[src/rtl/pat_trig_pkg.sv]
package pat_trig_pkg;
  typedef enum logic {TRG_LEVEL = 1'b0, TRG_FIRST = 1'b1} trg_mode_e;
  typedef enum logic {TS_EVERY = 1'b0, TS_CHANGE = 1'b1} ts_mode_e;
endpackage

[src/rtl/pat_cmp.sv]
module pat_cmp #(
  parameter int W = 64
) (
  input  logic [W-1:0] data_i,
  input  logic [W-1:0] val_i,
  input  logic [W-1:0] mask_i,
  output logic         hit_o
);
  assign hit_o = ~|((data_i ^ val_i) & mask_i);
endmodule

[src/rtl/match_track.sv]
module match_track (
  input  logic clk_i,
  input  logic rst_ni,
  input  logic clr_i,
  input  logic step_i,
  input  logic hit_i,
  output logic prev_o
);
  always_ff @(posedge clk_i or negedge rst_ni) begin
    if (!rst_ni)     prev_o <= 1'b0;
    else if (clr_i)  prev_o <= 1'b0;
    else if (step_i) prev_o <= hit_i;
  end
endmodule

[src/rtl/pat_trig_unit.sv]
module pat_trig_unit
  import pat_trig_pkg::*;
#(
  parameter int DATA_W = 64
) (
  input  logic              clk_i,
  input  logic              rst_ni,
  input  logic              en_i,
  input  logic              sample_valid_i,
  input  logic [DATA_W-1:0] data_i,
  input  logic [DATA_W-1:0] cap_val_i,
  input  logic [DATA_W-1:0] cap_mask_i,
  input  logic [DATA_W-1:0] trg_val_i,
  input  logic [DATA_W-1:0] trg_mask_i,
  input  logic              trg_edge_i,
  input  logic              pts_en_i,
  input  logic              pts_type_i,
  input  logic              tts_en_i,
  output logic              cap_match_o,
  output logic              trig_o,
  output logic              ts_req_o,
  output logic              ts_type_o
);
  localparam int NCH = 2;  // 0 capture, 1 trigger

  logic [NCH-1:0][DATA_W-1:0] vals, masks;
  logic [NCH-1:0] hit, prev;
  logic step;
  trg_mode_e trg_mode;
  ts_mode_e  ts_mode;

  assign vals  = {trg_val_i, cap_val_i};
  assign masks = {trg_mask_i, cap_mask_i};
  assign step  = en_i & sample_valid_i;
  assign trg_mode = trg_mode_e'(trg_edge_i);
  assign ts_mode  = ts_mode_e'(pts_type_i);

  for (genvar c = 0; c < NCH; c++) begin : g_ch
    pat_cmp #(.W(DATA_W)) u_cmp (
      .data_i(data_i), .val_i(vals[c]), .mask_i(masks[c]), .hit_o(hit[c])
    );
    match_track u_trk (
      .clk_i(clk_i), .rst_ni(rst_ni), .clr_i(~en_i), .step_i(step),
      .hit_i(hit[c]), .prev_o(prev[c])
    );
  end

  logic trg_fire, pts_fire, tts_fire;
  always_comb begin
    trg_fire = step & hit[1] & ((trg_mode == TRG_LEVEL) | ~prev[1]);
    pts_fire = step & pts_en_i &
               ((ts_mode == TS_CHANGE) ? (hit[0] ^ prev[0]) : hit[0]);
    tts_fire = trg_fire & tts_en_i;
  end

  always_ff @(posedge clk_i or negedge rst_ni) begin
    if (!rst_ni) begin
      cap_match_o <= 1'b0;
      trig_o      <= 1'b0;
      ts_req_o    <= 1'b0;
      ts_type_o   <= 1'b0;
    end else begin
      cap_match_o <= step & hit[0];
      trig_o      <= trg_fire;
      ts_req_o    <= pts_fire | tts_fire;
      ts_type_o   <= pts_fire & (ts_mode == TS_CHANGE);
    end
  end
endmodule

[config.mk]
export PLATFORM = sky130hd
export DESIGN_NAME = pat_trig_unit
export DESIGN_NICKNAME = d
export VERILOG_FILES = /design/src/rtl/pat_trig_pkg.sv /design/src/rtl/pat_cmp.sv /design/src/rtl/match_track.sv /design/src/rtl/pat_trig_unit.sv
export SDC_FILE = /design/constraint.sdc
export NUM_CORES = 1
export LEC_CHECK = 0
export BUFFER_PORTS_ARGS = -buffer_cell sky130_fd_sc_hd__buf_2
export CORE_AREA = 2 2 129 131
export DETAILED_ROUTE_END_ITERATION = 16
export DIE_AREA = 0 0 131 133
export HOLD_SLACK_MARGIN = 0.08
export SYNTH_ARGS = -nofsm -noshare
export SYNTH_HDL_FRONTEND = slang
export SYNTH_HIERARCHICAL = 1
export SYNTH_SLANG_ARGS = --single-unit
[constraint.sdc]
create_clock -name clk_i -period 0.9 [get_ports clk_i]
set_input_delay 0.045 -clock clk_i [delete_from_list [all_inputs] [get_ports clk_i]]
set_output_delay 0.045 -clock clk_i [all_outputs]
set_load 0.005 [all_outputs]
-- After elaboration in Yosys (flattened, before gate mapping)
Index checks and enable logic that the tools add are counted.
- equality and inequality tests: 1
- multiplexer cells: 5
- bitwise operators: 17
- reduce and logical (&&, ||, !) cells: 4
- operators with widths (cell ; count):
    $and A64 B64 Y64 ; 2
    $reduce_or A64 Y1 ; 2
    $xor A64 B64 Y64 ; 2
    $and A1 B1 Y1 ; 8
    $mux W1 ; 5
    $logic_not A1 Y1 ; 2
    $ne A2 B1 Y1 const B ; 1
    $not A1 Y1 ; 2
    $or A1 B1 Y1 ; 2
    $xor A1 B1 Y1 ; 1
- bits in registers: 6
- input port bits: 328
- output and inout bits: 4
- word-level logic and storage cells: 33

-- Depth between registers and ports, before layout
Gate-level depths: netlist of the first run.
- word-level depth: 8
- depth in mapped cells: 8
- mapped depth without buffers: 8

-- By module
Netlist of the first run, hierarchy kept.
- modules (own cells, without submodules) (module ; times used ; cells each ; area an instance (um^2) ; seq. area each (um^2)):
    pat_cmp ; 2 ; 105 ; 885.8 ; 0.0
    pat_trig_unit ; 1 ; 14 ; 167.7 ; 100.1
    match_track ; 2 ; 3 ; 38.8 ; 25.0

-- Worst setup path after synthesis of the first run
OpenSTA, ideal clock, no wires.
- path type: input to register
- start: input port cap_val_i[56]
- end: register ts_type_o
- library setup time: 0.119 ns
- arrival time: 1.861 ns
- data required time: 0.781 ns
- path slack: -1.080 ns
- cell stages on the path: 8
- path buffers: 0
- cell sequence: xor2_1 -> a22oi_1 -> nand4_1 -> or4_1 -> nor4_2 -> and3b_1 -> o211a_1 -> and2_1
- longest elaborated chain between the ends: 8
- RTL lines (item ; line ; source):
    from (decl) ; pat_trig_unit.sv:11 ; input logic [DATA_W-1:0] cap_val_i,
    $xor A64 B64 Y64 * ; pat_cmp.sv:9 ; assign hit_o = ~|((data_i ^ val_i) & mask_i);
    $and A64 B64 Y64 * ; pat_cmp.sv:9 ;
    $reduce_or A64 Y1 * ; pat_cmp.sv:9 ;
    $logic_not A1 Y1 * ; pat_cmp.sv:9 ;
    named net hit[0] ; pat_trig_unit.sv:27 ; logic [NCH-1:0] hit, prev;
    $xor A1 B1 Y1 ; pat_trig_unit.sv:52 ; ((ts_mode == TS_CHANGE) ? (hit[0] ^ prev[0]) : hit[0]);
    $mux W1 * ; pat_trig_unit.sv:52 ;
    $and A1 B1 Y1 * ; pat_trig_unit.sv:51 ; pts_fire = step & pts_en_i &
    $and A1 B1 Y1 * ; pat_trig_unit.sv:66 ; ts_type_o <= pts_fire & (ts_mode == TS_CHANGE);
    to (signal assigned) ; pat_trig_unit.sv:66 ;
    to (decl) ; pat_trig_unit.sv:22 ; output logic ts_type_o
The timed path passes the listed nets; every way through them passes the cells marked *.
A chain may end at the register's enable or synchronous reset.

-- Final worst setup path of the first run
- start: input port cap_val_i[20]
- end: register ts_type_o
Same word-level chain as after synthesis.

==> results of run 1 <==
cells by family (layout without fill, tap and decap cells):
| group | after synthesis | count (layout) |
|---|---|---|
| DFF | 6 | 6 |
| and+or+nand+nor | 25 | 25 |
| AOI/OAI and AO/OA | 68 | 68 |
| muxes | 2 | 2 |
| buffers and inverters | 1 | 386 |
| xor gates and xnor gates | 128 | 128 |
Yosys cell counts:
cell,number
nor2_1,2
xor2_1,128
a22o_1,8
dfrtp_1,6
nor4_2,2
a21boi_0,1
and2_1,2
a21oi_1,1
nand3_1,1
a21o_1,1
o211a_1,1
inv_1,1
and3b_1,1
a221oi_1,8
a22oi_2,2
and3_2,1
nand4_1,12
nand4_2,2
or4_1,2
a22oi_1,46
mux2i_1,2
stage by stage:
step                utilization, %  hold slack, ns  TNS, ns  area, µm²  total power, µW
floorplan                        -          -0.251    -3.97       2020              914
global placement              26.5          -0.125    -7.12       4290             2140
detailed placement            26.5          -0.119    -7.54       4290             2150
CTS                           28.2          0.0685    -5.09       4550             2970
global route                  28.8           0.100    -5.73       4660             3220
finish                        28.8          0.0749    -5.00       4660             2990
power by group through the flow:
stage | registers [µW] | logic, µW | clock network [µW]
global route | 271 | 2210 | 739
CTS | 271 | 1980 | 723
detailed placement | 275 | 1880 | 0
floorplan | 275 | 639 | 0
finish | 272 | 2000 | 713
global placement | 275 | 1870 | 0
layout make-up:
cell class | count | area, µm²
inverter | 1 | 3.75
fill | 1757 | 11500
tap | 220 | 275
multi-input combinational | 223 | 2030
clock buffer | 3 | 75.1
sequential | 6 | 150
timing repair buffer | 382 | 2120
state kept, by name, summed over array words and instances, names as in the netlist:
| register | cells |
|---|---|
| g_ch.u_trk/prev_o | 2 |
| cap_match_o | 1 |
| ts_type_o | 1 |
| trig_o | 1 |
| ts_req_o | 1 |
layout by cell type, fill, tap and decap left out:
master and n:
nand3_1 1, a21boi_2 1, xor2_2 1, nor2_1 2, nand4_1 12, and3_4 1, clkbuf_16 3, a21oi_2 1
a22oi_1 35, a21o_1 1, buf_6 13, dlygate4sd3_1 3, and3b_1 1, a221oi_2 5, inv_1 1, o211a_1 1
a22o_1 8, dfrtp_1 6, or4_4 2, buf_2 321, xor2_4 2, nand4_2 2, mux2i_1 2, a221oi_1 3
a22oi_2 13, buf_4 45, xor2_1 125, and2_1 2, nor4_4 2
timing repair:
item,in CTS,in global routing
hold endpoints to repair,9,0
setup endpoints to repair,6,6
setup buffers,2,1
pin swaps,13,7
hold buffers,3,0
resized for setup,25,18
worst paths after layout:
kind | from | endpoint | slack (ns)
max | cap_val_i[20] | ts_type_o | -0.95
min | pts_type_i | ts_type_o | 0.07
max reg2reg | g_ch[0].u_trk/prev_o | ts_type_o | -0.15
min reg2reg | g_ch[1].u_trk/prev_o | trig_o | 0.46
max in group asynchronous | rst_ni | ts_type_o | 0.55
min in group asynchronous | rst_ni | trig_o | 0.20
routing by layer:
| layer | share of wire, % | vias up | track usage (%) |
|---|---|---|---|
| li1 | - | 1643 | - |
| met1 | 38 | 1410 | 13.6 |
| met4 | 0.99 | 0 | 1.77 |
| met2 | 53 | 178 | 23.9 |
| met5 | 0 | - | 0 |
| met3 | 7.6 | 10 | 2.18 |
==> results.py, run 1 <==
metrics = {
    "setup_path": {
        "slowest_delay_ns": 0.56,
        "end_kind": "flip-flop",
        "crit_family": "simple AND/OR/NAND/NOR gates",
        "crit_chain": "buf_2, xor2_4, a22oi_2, nand4_1, or4_4, nor4_4, and3b_1, o211a_1, and2_1",
        "reg2reg_depth": 3,
        "cp-start-kind": "input pin",
        "crit_buf_inv": 1,
        "crit_slowest_cell": "or4_4",
        "crit_fanout": 2,
        "critPathKind": "in2reg",
        "path_depth": 9,
        "cp_data_required_time_ns": 1.01,
        "worstPathArrival_ns": 1.97,
    },
    "cells_and_area": {
        "area_growth_pct": 131,
        "nets": 945,
        "diodes": 0,
        "drive_gt1_share_pct": 67.0,
        "stdcell_count": 835,
    },
    "floorplanning": {
        "boundaryPins": 332,
        "coreArea_um2": 16200,
        "rows": 47,
        "start_util_pct": 12.5,
        "die_h_um": 133,
        "die-area_um2": 17400,
        "fp.dieW_um": 131,
    },
    "synth": {
        "netlist_area_um2": 2020,
        "syn_nets": 558,
        "synth_top_family_by_area": "XOR/XNOR gates",
        "synth_cells": 230,
        "synthTopCellsByArea": "xor2_1 (56%), a22oi_1 (17%), dfrtp_1 (7.4%), nand4_1 (3.7%), a221oi_1 (3.5%)",
        "synth.yosys.seq_area_share_pct": 7.44,
        "synth_fa_ha_area_share_pct": 0,
        "synth_top_area_share_pct": 55.6,
        "syn_area_per_cell_um2": 8.77,
        "yosys.area_share.simple_pct": 9.00,
        "yosys.area.top_type": "xor2_1",
        "synth_mux_area_share_pct": 0.993,
        "yosysWarnings": 6,
        "synth_cell_types": 21,
        "synth-compound-area-share_pct": 26.8,
        "synth-seq-cells": 6,
        "synthXorXnorAreaFrac_pct": 55.6,
    },
    "drt": {
        "wl_um": 11600,
        "viasPerCell": 3.88,
        "wl_per_cell_um": 13.9,
        "drc": 0,
        "vias": 3241,
        "ant_nets": 0,
        "drt_pre_antenna_iters": 4,
        "drtIter0Drc": 59,
    },
    "min_path": {
        "holdCritPathClass": "in2reg",
        "worstHoldPathCells": 2,
    },
    "sta": {
        "setup_violations": 6,
        "hold_violations": 0,
        "tightestPinTransition_ns": 0.309,
        "finalMaxSlewViolations": 0,
        "period_needed_ns": 1.85,
        "layout_setup_ws_ns": -0.955,
        "rsz0062_at_grt": "yes",
        "relSlewSlack_pct": 79.4,
        "fmax_mhz": 539,
        "skew_ns": 0.00329,
        "min_period_over_period_pct": 206,
    },
    "run_status": {
        "status": "finished with violations",
        "failed_checks": "setup timing",
    },
    "global_route": {
        "grt_pass1_wl_um": 16300,
        "antenna_found_initial": 0,
        "grt_usage_pct": 12.2,
        "grt_max_degree": 7,
        "grt_pass1_vias": 3406,
        "overflow": 0,
    },
    "place": {
        "port_buffers": 331,
        "placed_cells": 826,
        "place.gp.congestion": 0.851,
        "dpl.hpwl_um": 10700,
        "dpl_worst_slack_ns": -1.53,
    },
    "power_and_ir_drop": {
        "switching_share_pct": 33.5,
        "switchingPower_uw": 1000,
        "clkPwrFrac_pct": 23.8,
        "p_comb_share_pct": 67.1,
        "leakagePower_uw": 0.00255,
        "vdd_drop_max_uv": 472,
        "p_int_uw": 1990,
        "pwr-share-seq_pct": 9.1,
        "power_per_cell_area_nw_per_um2": 642,
    },
    "cts": {
        "tritoncts": "built",
        "cts_buffer_depth": 2,
        "cts.sinks": 6,
        "cts_made_buffers": 3,
        "cts_max_level": 1,
        "root_buffer": "clkbuf_16",
        "path_clk_slew_ns": 0.03,
        "clock_latency_ns": 0.23,
    },
    "run": {
        "max_cap_viol_count": 0,
    },
}
Note: power is estimated with default switching activity, not from simulation.
==> run 2, diff against run 1 <==
--- a/config.mk
+++ b/config.mk
@@ -14,3 +14,4 @@
 export SYNTH_HDL_FRONTEND = slang
 export SYNTH_HIERARCHICAL = 1
 export SYNTH_SLANG_ARGS = --single-unit
+export TNS_END_PERCENT = 20
==> run 2 against run 1 <==
Against the previous run: the flow still finishes with violations (setup timing); critical path depth did not move; final area shrank 3.2%; register-to-register slack better by 0.03 ns; global-route usage increased by 0.92 points; wire length increased by 6.6%; critical path type unchanged; largest power group unchanged.
==> results.py, run 2 (same netlist as run 1, synthesis figures left out) <==
metrics = {
    "floorplanning": {
        "fp.dieW_um": 131,
        "start_util_pct": 12.5,
        "die_h_um": 133,
        "die-area_um2": 17400,
        "coreArea_um2": 16200,
        "rows": 47,
        "boundaryPins": 332,
    },
    "sta": {
        "rsz0062_at_grt": "yes",
        "hold_violations": 0,
        "finalMaxSlewViolations": 0,
        "relSlewSlack_pct": 72.3,
        "layout_setup_ws_ns": -1.04,
        "min_period_over_period_pct": 215,
        "period_needed_ns": 1.94,
        "setup_violations": 6,
        "skew_ns": 0.000703,
        "fmax_mhz": 517,
        "tightestPinTransition_ns": 0.414,
    },
    "drt": {
        "wl_um": 12400,
        "drtIter0Drc": 68,
        "ant_nets": 0,
        "drt_pre_antenna_iters": 4,
        "drc": 0,
        "viasPerCell": 3.91,
        "wl_per_cell_um": 14.9,
        "vias": 3265,
    },
    "place": {
        "port_buffers": 331,
        "dpl_worst_slack_ns": -1.51,
        "place.gp.congestion": 0.787,
        "dpl.hpwl_um": 11600,
        "placed_area_um2": 4310,
    },
    "setup_path": {
        "reg2reg_slack_ns": -0.12,
        "crit_slowest_cell": "or4_4",
        "slowest_delay_ns": 0.58,
        "worstReg2RegEnd": "ts_type_o",
        "crit_fanout": 4,
        "cp-start-kind": "input pin",
        "critical_path.startpoint": "cap_val_i[32]",
        "critPathKind": "in2reg",
        "r2r_start": "g_ch[0].u_trk/prev_o",
        "reg2reg_depth": 3,
        "crit_chain": "buf_2, xor2_2, a22oi_2, nand4_1, or4_4, nor4_4, and3b_1, o211a_1, and2_1",
        "worstPathArrival_ns": 2.05,
        "cp_data_required_time_ns": 1.01,
        "crit_path_end": "ts_type_o",
        "end_kind": "flip-flop",
    },
    "global_route": {
        "use_met2_pct": 27.4,
        "grt_usage_pct": 13.1,
        "grt_max_degree": 7,
        "grt_pass1_wl_um": 17000,
        "gr-usage-met3_pct": 1.74,
        "overflow": 0,
        "use_met1_pct": 14.0,
        "antenna_found_initial": 1,
        "grt_busiest_layer": "met2",
        "grt_pass1_vias": 3428,
    },
    "cts": {
        "clock_latency_ns": 0.22,
        "path_clk_slew_ns": 0.03,
        "cts_buffer_depth": 2,
        "cts_made_buffers": 3,
        "cts_max_level": 1,
        "ctsHoldBuffers": 3,
        "postCtsSetupBuffers": 0,
        "root_buffer": "clkbuf_16",
        "tritoncts": "built",
        "cts.sinks": 6,
    },
    "cells_and_area": {
        "largest_reg_flops": 2,
        "diodes": 0,
        "final_cell_area_um2": 4510,
        "drive_gt1_share_pct": 65.2,
        "area_growth_pct": 123,
        "nets": 945,
        "layout.cells.most_common": "buf_2",
        "top_register": "g_ch.u_trk/prev_o",
        "final_cell_mix": "buf_2 (329), xor2_1 (127), buf_4 (48)",
    },
    "min_path": {
        "holdCritPathClass": "in2reg",
    },
    "power_and_ir_drop": {
        "power_per_cell_area_nw_per_um2": 647,
        "leakagePower_uw": 0.00252,
        "vdd_drop_max_uv": 1030,
        "total_power_uw": 2910,
    },
    "run_status": {
        "failed_checks": "setup timing",
        "status": "finished with violations",
    },
    "run": {
        "max_cap_viol_count": 0,
    },
}
## run 2: changes by cell type in the layout (fill, tap and decap cells not counted), moves of 5 or more
cell     before  now
buf_6        13    2
buf_2       321  329
a22oi_1      35   40
a22oi_2      13    8
## run 2: timing repair
item | CTS | global route
pin swaps | 11 | 3
endpoints found under the hold margin | 9 | 1
resized for setup | 15 | 1
cloned | 0 | 0
setup endpoints to repair | 6 | 6
## run 2: layout make-up
type                            count  area (µm²)
Fill cell                        1759       11700
Timing Repair Buffer              382        2060
Multi-Input combinational cell    223        1940
Tap cell                          220         275
Sequential cell                     6         150
Clock buffer                        3        75.1
Inverter                            1        3.75
## run 2: worst max-delay path: cells and delay by family
| family | cells | cell delay [ns] |
|---|---|---|
| xor gates and xnor gates | 1 | 0.17 |
| buffers and inverters | 1 | 0.11 |
| AOI/OAI and AO/OA | 2 | 0.42 |
| and+or+nand+nor | 5 | 1.31 |
## run 2: how the worst min path moves through the flow
stage | startpoint | to | cells past startpoint
after floorplan | rst_ni | cap_match_o | 0
final | pts_type_i | ts_type_o | 2
after global routing | pts_type_i | ts_type_o | 2
after CTS | pts_type_i | ts_type_o | 2
after global placement | rst_ni | trig_o | 1
after detailed placement | rst_ni | trig_o | 1
## run 2: report_power, final
| group | internal [µW] | switching (µW) | total (µW) |
|---|---|---|---|
| Combinational | 1100 | 834 | 1940 |
| Sequential | 272 | 0.00000191 | 272 |
| Clock | 569 | 135 | 704 |
## run 2: per-stage QoR
step	utilization, %	hold slack (ns)	setup TNS, ns	cells
after floorplan	-	-0.251	-4.26	230
after global routing	27.9	0.0574	-5.63	835
final	27.9	0.0557	-4.97	835
after CTS	27.8	0.0570	-5.17	835
after global placement	26.6	-0.126	-7.58	829
after detailed placement	26.6	-0.127	-7.66	829
## run 2: routing by layer
layer | wire (µm) | vias up
met5 | 10 | -
met4 | 25 | 2
met3 | 955 | 6
met2 | 6690 | 199
met1 | 4720 | 1414
li1 | - | 1644
==> run 3, diff against run 2 <==
==> constraint.sdc (replaced) <==
create_clock -name clk_i -period 2.3 [get_ports clk_i]
set_input_delay 0.115 -clock clk_i [delete_from_list [all_inputs] [get_ports clk_i]]
set_output_delay 0.115 -clock clk_i [all_outputs]
set_load 0.005 [all_outputs]
==> run 3 against run 2 <==
Against the previous run: the flow now finishes without violations; register-to-register slack better by 1.4 ns; non-clock buffer count is 32 lower; first-iteration DRC count is 1.5% lower; sequential power is 61% lower; via count is 2.4% lower; critical path depth is 1 higher; clock skew is 0.00053 ns higher; clock power is 61% lower; final area is 6.9% lower; wire length is 5.0% lower; largest cell class is now multi-input gates; highest routed layer is now met3.
==> results.py, run 3 (same netlist as run 1, synthesis figures left out) <==
metrics = {
    "sta": {
        "layout_setup_ws_ns": 0.214,
        "min_period_over_period_pct": 90.7,
        "fmax_mhz": 479,
        "tightestPinTransition_ns": 0.378,
        "hold_violations": 0,
        "period_needed_ns": 2.09,
        "finalMaxSlewViolations": 0,
        "relSlewSlack_pct": 74.8,
        "setup_violations": 0,
        "rsz0062_at_grt": "no",
        "skew_ns": 0.00123,
        "whs_ns": 0.0951,
    },
    "setup_path": {
        "worstPathArrival_ns": 2.25,
        "critPathKind": "in2reg",
        "cp-start-kind": "input pin",
        "crit_slowest_cell": "or4_4",
        "reg2reg_slack_ns": 1.26,
        "crit_chain": "buf_2, buf_4, xor2_1, a22oi_1, nand4_1, or4_4, nor4_2, nand3_1, a21oi_1, a21o_1",
        "crit_fanout": 2,
        "end_kind": "flip-flop",
        "cp_data_required_time_ns": 2.46,
        "slowest_delay_ns": 0.58,
    },
    "place": {
        "dpl_worst_slack_ns": -0.405,
        "placed_area_um2": 4080,
        "placed_cells": 799,
        "dpl.hpwl_um": 10900,
        "port_buffers": 331,
        "place.gp.congestion": 0.826,
    },
    "drt": {
        "drt_pre_antenna_iters": 4,
        "highest_layer": "met3",
        "vias": 3186,
        "wl_met2_um": 6370,
        "drc": 0,
        "drtIter0Drc": 67,
        "wl_per_cell_um": 14.7,
        "wl_met1_um": 4390,
        "viasPerCell": 3.97,
        "ant_nets": 0,
        "wl_um": 11800,
        "dr_wl_met3_um": 1020,
    },
    "global_route": {
        "grt_pass1_wl_um": 16300,
        "antenna_found_initial": 0,
        "overflow": 0,
        "grt_pass1_vias": 3340,
        "grt_max_degree": 7,
        "grt_usage_pct": 12.3,
    },
    "cts": {
        "cts.sinks": 6,
        "clock_latency_ns": 0.23,
        "root_buffer": "clkbuf_16",
        "cts_buffer_depth": 2,
        "cts_max_level": 1,
        "path_clk_slew_ns": 0.03,
        "tritoncts": "built",
        "postCtsSetupBuffers": 0,
        "cts_made_buffers": 3,
    },
    "cells_and_area": {
        "nets": 913,
        "seq_area_um2": 150,
        "largest_reg_flops": 2,
        "final_cell_area_um2": 4200,
        "diodes": 0,
        "final_cell_mix": "buf_2 (331), xor2_1 (128), a22oi_1 (44)",
        "multi_input_area_um2": 1890,
        "drive_gt1_share_pct": 62.3,
        "top_register": "g_ch.u_trk/prev_o",
        "layout.cells.most_common": "buf_2",
        "stdcell_count": 803,
        "area_growth_pct": 108,
        "num-fill-cells": 1768,
    },
    "power_and_ir_drop": {
        "vdd_drop_max_uv": 174,
        "power_per_cell_area_nw_per_um2": 258,
        "leakagePower_uw": 0.00234,
    },
    "floorplanning": {
        "fp.dieW_um": 131,
        "die-area_um2": 17400,
        "start_util_pct": 12.5,
        "coreArea_um2": 16200,
        "boundaryPins": 332,
        "rows": 47,
        "die_h_um": 133,
    },
    "run_status": {
        "status": "finished, final reports clean",
    },
    "min_path": {
        "holdCritPathClass": "in2reg",
    },
    "run": {
        "max_cap_viol_count": 0,
    },
}
run 3: changes by cell type in the layout (fill, tap and decap cells not counted), moves of 2 or more:
cell	delta
buf_2	+2
a22oi_1	+4
dlygate4sd3_1	-2
buf_4	-30
a221oi_2	-2
a22oi_2	-4
buf_6	-2
a221oi_1	+2
run 3: what timing repair did:
action                                  CTS  global route
hold endpoints to repair                  6             0
endpoints found under the setup margin    2             2
resized for setup                         4             1
pin swaps                                 0             1
hold buffers                              1             0
run 3: where the power goes:
| part | total, µW | switching [µW] | internal [µW] | leakage (µW) |
|---|---|---|---|---|
| clock network | 275 | 52.8 | 223 | 0.0000370 |
| registers | 106 | 0.000000599 | 106 | 0.0000839 |
| logic | 701 | 311 | 389 | 0.00222 |
| total | 1080 | 364 | 718 | 0.00234 |
run 3: layer usage:
| metal | vias to the layer above | GRT usage (%) |
|---|---|---|
| li1 | 1580 | - |
| met1 | 1396 | 13.1 |
| met2 | 210 | 25.8 |
| met3 | 0 | 1.29 |
| met4 | 0 | 1.48 |
| met5 | - | 0 |
run 3: layout make-up:
cell class / count / area share, %
timing repair buffer: 350 / 42.9
sequential: 6 / 3.58
multi-input combinational: 223 / 45.0
clock buffer: 3 / 1.79
inverter: 1 / 0.0895
tap: 220 / 6.56
run 3: final timing paths:
path,start,to,depth (start not counted)
worst max register to register,g_ch[0].u_trk/prev_o,ts_type_o,3
min in group asynchronous,rst_ni,g_ch[0].u_trk/prev_o,2
worst min-delay path,trg_edge_i,trig_o,2
worst min register to register,g_ch[1].u_trk/prev_o,trig_o,1
worst max-delay path,data_i[20],ts_req_o,10
max in group asynchronous,rst_ni,cap_match_o,2
run 3: per-stage QoR:
stage / total power (µW) / util (%) / TNS [ns]
after floorplan: 358 / - / 0
after global placement: 801 / 25.3 / -0.827
after detailed placement: 807 / 25.3 / -0.890
after CTS: 1090 / 25.9 / 0
after global routing: 1170 / 25.9 / 0
final: 1080 / 25.9 / 0
run 3: critical path: cells and delay by family:
kind,cells,cell delay (ns)
XOR/XNOR,1,0.14
AO/OA/AOI/OAI,3,0.56
buffers and inverters,2,0.23
AND/OR/NAND/NOR,4,1.20
